### config.mk
export PLATFORM = sky130hd
export DESIGN_NAME = tx_burst_seq
export DESIGN_NICKNAME = d
export VERILOG_FILES = /design/src/rtl/tx_burst_seq.sv
export SDC_FILE = /design/constraint.sdc
export NUM_CORES = 1
export LEC_CHECK = 0
export ABC_AREA = 1
export BUFFER_PORTS_ARGS = -buffer_cell sky130_fd_sc_hd__buf_4
export CORE_ASPECT_RATIO = 0.5
export CORE_MARGIN = 1.5
export CORE_UTILIZATION = 40
export CTS_BUF_LIST = sky130_fd_sc_hd__clkbuf_8
export CTS_CLUSTER_DIAMETER = 40
export DETAILED_ROUTE_END_ITERATION = 7
export PLACE_DENSITY = 0.55
export SYNTH_ARGS = -nofsm -noshare
export SYNTH_HDL_FRONTEND = slang
export SYNTH_SLANG_ARGS = --single-unit
export TNS_END_PERCENT = 30
### constraint.sdc
create_clock -name clk -period 1.6 [get_ports clk]
set_input_delay 0.08 -clock clk [delete_from_list [all_inputs] [get_ports clk]]
set_output_delay 0.08 -clock clk [all_outputs]
set_load 0.005 [all_outputs]
### src/rtl/tx_burst_seq.sv
module tx_burst_seq #(
  parameter int DIV      = 8,
  parameter int LAT_CYC  = 3,
  parameter int TAIL_SYM = 4,
  parameter int RAMP_SYM = 3
) (
  input  logic       clk,
  input  logic       rst_n,
  input  logic       pwr_en,
  input  logic       burst_req,
  input  logic       cal_done,
  input  logic       sdata,
  output logic       ready,
  output logic       bclk,
  output logic       sym_x,
  output logic       sym_y,
  output logic       sym_valid,
  output logic [1:0] phase,
  output logic       sleep
);
  localparam int HALF = DIV / 2;
  localparam int DW   = $clog2(DIV);
  localparam int LW   = $clog2(LAT_CYC + 1);
  localparam int TW   = $clog2(TAIL_SYM + 1);
  localparam int RW   = $clog2(RAMP_SYM + 1);

  localparam logic [1:0] PH_IDLE = 2'b00;
  localparam logic [1:0] PH_UP   = 2'b01;
  localparam logic [1:0] PH_DATA = 2'b10;
  localparam logic [1:0] PH_DOWN = 2'b11;

  typedef enum logic [2:0] {S_SLEEP, S_CAL, S_RDY, S_LAT, S_RUN, S_TAIL} st_t;

  st_t          st;
  logic [DW-1:0] dcnt;
  logic [LW-1:0] lcnt;
  logic [TW-1:0] tsym;
  logic [RW-1:0] rsym;
  logic          bitsel;
  logic          xbuf;

  wire busy    = (st == S_RUN) || (st == S_TAIL);
  wire capture = busy && (dcnt == DW'(HALF - 1));

  assign ready = (st == S_RDY);
  assign sleep = (st == S_SLEEP);
  assign bclk  = busy && (dcnt < DW'(HALF));

  always_ff @(posedge clk or negedge rst_n) begin
    if (!rst_n) begin
      st        <= S_SLEEP;
      dcnt      <= '0;
      lcnt      <= '0;
      tsym      <= '0;
      rsym      <= '0;
      bitsel    <= 1'b0;
      xbuf      <= 1'b0;
      sym_x     <= 1'b0;
      sym_y     <= 1'b0;
      sym_valid <= 1'b0;
      phase     <= PH_IDLE;
    end else begin
      sym_valid <= 1'b0;
      if (!pwr_en) begin
        st     <= S_SLEEP;
        dcnt   <= '0;
        bitsel <= 1'b0;
        phase  <= PH_IDLE;
      end else begin
        case (st)
          S_SLEEP: st <= S_CAL;
          S_CAL:   if (cal_done) st <= S_RDY;
          S_RDY:   if (burst_req) begin
                     st   <= S_LAT;
                     lcnt <= '0;
                   end
          S_LAT:   if (lcnt == LW'(LAT_CYC - 1)) begin
                     st     <= S_RUN;
                     dcnt   <= '0;
                     bitsel <= 1'b0;
                     rsym   <= '0;
                     phase  <= PH_IDLE;
                   end else begin
                     lcnt <= lcnt + 1'b1;
                   end
          default: begin
            dcnt <= (dcnt == DW'(DIV - 1)) ? '0 : dcnt + 1'b1;
            if (capture) begin
              if (!bitsel) begin
                xbuf   <= sdata;
                bitsel <= 1'b1;
              end else begin
                bitsel    <= 1'b0;
                sym_x     <= xbuf;
                sym_y     <= sdata;
                sym_valid <= 1'b1;
                if (st == S_RUN) begin
                  phase <= (rsym < RW'(RAMP_SYM)) ? PH_UP : PH_DATA;
                  if (rsym < RW'(RAMP_SYM)) rsym <= rsym + 1'b1;
                  if (!burst_req) begin
                    st   <= S_TAIL;
                    tsym <= '0;
                  end
                end else begin
                  phase <= (tsym < TW'(RAMP_SYM)) ? PH_DOWN : PH_IDLE;
                  tsym  <= tsym + 1'b1;
                end
              end
            end
            if (st == S_TAIL && dcnt == DW'(DIV - 1) && tsym == TW'(TAIL_SYM)) begin
              st    <= S_RDY;
              phase <= PH_IDLE;
            end
          end
        endcase
      end
    end
  end

  a_r3_ready_falls: assert property (@(posedge clk) disable iff (!rst_n)
    (ready && burst_req && pwr_en) |=> !ready);

  a_r2_wake: assert property (@(posedge clk) disable iff (!rst_n)
    (sleep && pwr_en) |=> (!sleep && !ready));

  a_r4_bclk_gated: assert property (@(posedge clk) disable iff (!rst_n)
    (ready || sleep) |-> !bclk);

  a_r5_strobe_low: assert property (@(posedge clk) disable iff (!rst_n)
    sym_valid |-> !bclk);

  a_r5_strobe_pulse: assert property (@(posedge clk) disable iff (!rst_n)
    sym_valid |=> !sym_valid);

  a_r9_abort: assert property (@(posedge clk) disable iff (!rst_n)
    !pwr_en |=> (sleep && !bclk && !ready && phase == 2'b00));
endmodule

==> metrics.md <==
| Metric | Value |
|---|---|
| Cts bufs inserted | 3 |
| Most instantiated library cell after synthesis | nand2_1 |
| Reg2reg start | dcnt[0] |
| Minimum clock period | 1.48 ns |
| Worst path depth | 9 |
| CP Cell Sequence | ha_4, ha_4, nand4_1, nor2_1, nor2_1, nand2_1, nand2_1, nand2_1, nand2_1 |
| Pin count of the biggest net entering global routing | 21 |
| Via/cell ratio | 4.86 |
| Vias in the first global route | 901 |
| Slowest cell on crit path | dfrtp_1 |
| Final hold vios | 0 |
| Critical path required time | 1.76 ns |
| Fin crit share | 0.927 |
| Top Ports | 14 |
| Worst path bufs/invs | 0 |
| Crit path launch type | flip-flop |
| Mapped cell area | between 1000 and 1500 µm² |
| Die Ht | 41.6 µm |
| Hold Crit Class | in -> reg |
| Post-synth cell types | 20 |
| Total power | between 1.5 and 2 mW |
| PwrDens | about 1100 nW/µm² |
| Routed wire length | 2670 µm |
| Worst VDD drop | 0.000432 V |
| Total track usage | 0.175 |
| CP Capture Type | flip-flop |
| Number of fill cells | 263 |
| Post-synth top area cell | dfrtp_1 |
| First-pass DRT Iterations | 4 |
| Yosys warning count | 0 |
| DRC violations left | 0 |
| First DRT Iteration DRCs | 75 |
| CTS max path bufs | 2 |
| Slowest Stage Delay on Critical Path | 0.41 ns |
| Worst setup endpoint | st[1] |
| Reg2Reg Depth | 9 |
| Syn_area_per_cell | 7.44 µm² |
| TritonCTS clock tree | yes |
| Final setup margin | approximately 0.12 ns |
| Initial antenna violation count | 0 |
| ANT nets after route | 0 |
| Post-synth EDFFs | 0 |
| Count of pins over their slew limit | 0 |
| Clk Latency, worst-skew pair | 0.26 ns |
| Initial Util | 0.439 |
| Synthesized net count | about 170 |
| Hpwl dp | around 2000 µm |
| Root Buffer | clkbuf_8 |
| MaxCap Viol Count | 0 |
| CP Data Arrival Time | 1.64 ns |
| Status | finished, final reports clean |
| Clock transition at the registers of the reported paths | 0.08 ns |
| Finish-stage setup viols | 0 |
| Antenna diodes | 0 |
| Most frequent cells after synthesis | nand2_1, dfrtp_1, nand3_1, inv_1, nor2_1 |
| Routed vias | 1,050 |
| Fmax | 0.674 GHz |
| Die Area | around 3300 µm² |
| Syn-to-layout area delta | 20.8% |
| Seq/Total Area, Yosys | 0.420 |
| Crit path from | dcnt[0] |
| Critical path class | reg -> reg |
| GPL Wtd Cong | 0.868 |
| Yosys reg bits | 20 |
| Fraction of registers with async set or reset after synthesis | 1.00 |
| Synth area leaders | dfrtp_1, nand2_1, nand3_1 |
| Sink Count | 20 |
| Wire length per cell | 12.4 µm |
| Least-Margin Pin Slew | 0.350 ns |
| Synth top area share | 0.420 |
| Main synth FF type | dfrtp_1 |
| Post-route setup TNS | 0 ns |
| Cells after Synth | 160 |
| Core box area | 2720 µm² |
| IO buf count | 13 |
| Cell family with most CP delay | simple AND/OR/NAND/NOR gates |
| Most used cell, CP | nand2_1 |
| Post-Place Worst Slack | ~0.076 ns |
| H-tree levels | 1 |
| Core Util, Final | 0.530 |
| Worst reg2reg endpoint | st[1] |
| Die Width | 80.2 µm |
| Fin nets | 194 |
| Layout cells sized above 1 | 0.190 |
| R2R setup slack | 0.12 ns |
| GR Overflow Total | 0 |
| Cell row count | 13 |
| First-pass GRT wire length | around 4300 µm |
| P_leak | 0.743 nW |
| Worst Skew | 0.00852 ns |
| Worst Path Max Fanout | 3 |
| Slew headroom | 0.764 |
where the power goes:
group | switching [mW] | internal, mW | total (mW)
sequential | 0.0969 | 0.582 | 0.679
clock | 0.168 | 0.168 | 0.336
combinational | 0.329 | 0.242 | 0.572
total | 0.594 | 0.992 | 1.59
timing repair:
| action | CTS | global route |
|---|---|---|
| hold endpoints to repair | 20 | 0 |
| buffers inserted | 0 | 1 |
| setup endpoints to repair | 0 | 11 |
| hold buffers | 1 | 0 |
| gates resized for setup | 0 | 11 |
final cells by class:
type,count,area [µm²],area share
Multi-Input combinational cell,118,633,0.440
Sequential cell,20,502,0.349
Clock buffer,3,41.3,0.0287
Tap cell,37,46.3,0.0322
Timing Repair Buffer,19,145,0.101
Inverter,19,71.3,0.0496
worst min-delay path: stages:
cell and delay (ns):
buf_4 0.10, inv_1 0.06, a21oi_1 0.06
registers in the layout, summed over array words and instances (netlist names):
| name | cells |
|---|---|
| bitsel | 1 |
| phase | 2 |
| sym_y | 1 |
| xbuf | 1 |
| st | 3 |
| lcnt | 2 |
| sym_x | 1 |
| tsym | 3 |
| dcnt | 3 |
| sym_valid | 1 |
| rsym | 2 |
layer usage:
metal	wire (µm)	track usage	vias up	share of wire
met2	1050	0.225	24	0.40
met5	0	0	-	0
met3	128	0.0615	4	0.048
li1	-	-	555	-
met4	23	0.0414	0	0.0086
met1	1460	0.273	467	0.55
placed cells by master (no fill, tap or decap):
cell type	netlist	routed
xor2_1	1	1
nand2_2	0	1
nand4_1	3	3
dfrtp_1	20	19
nand3_1	19	19
inv_1	18	18
ha_2	0	1
o21ai_1	1	2
nor2_2	0	3
and3_1	1	1
ha_4	0	2
a21oi_2	1	1
o31ai_1	1	1
nand2_1	46	45
o21ai_0	14	13
nand3_2	1	1
ha_1	7	4
dlygate4sd3_1	0	1
nor2_4	2	2
clkbuf_8	0	3
buf_4	1	18
dfrtp_2	0	1
nor2_1	18	15
a21oi_1	3	3
inv_2	1	1
stage by stage:
step,cell area [µm²],instances,hold WS [ns]
after floorplan,1190,160,-0.216
after detailed placement,1340,211,-0.0180
final,1440,216,0.0781
after CTS,1390,215,0.0822
after global routing,1440,216,0.0965
after global placement,1340,211,-0.0189
worst min-delay path by stage:
stage               startpoint       to  slack [ns]  cells after the start
floorplan                rst_n   bitsel       -0.22                      0
global placement         rst_n  rsym[0]       -0.02                      1
detailed placement       rst_n  rsym[0]       -0.02                      1
CTS                      sdata    sym_y        0.08                      3
global route             sdata    sym_y         0.1                      3
finish                   sdata    sym_y        0.08                      3
kinds of logic (layout without fill, tap and decap cells):
logic type	count (synthesis)	count (layout)	share of synthesized area
xor+xnor	1	1	0.00735
fa+ha+maj	7	7	0.0735
buf+inv	22	41	0.0798
flops	20	20	0.420
simple gates	90	90	0.330
compound gates	20	20	0.0893
No activity file was read; power rests on OpenSTA's default activity.
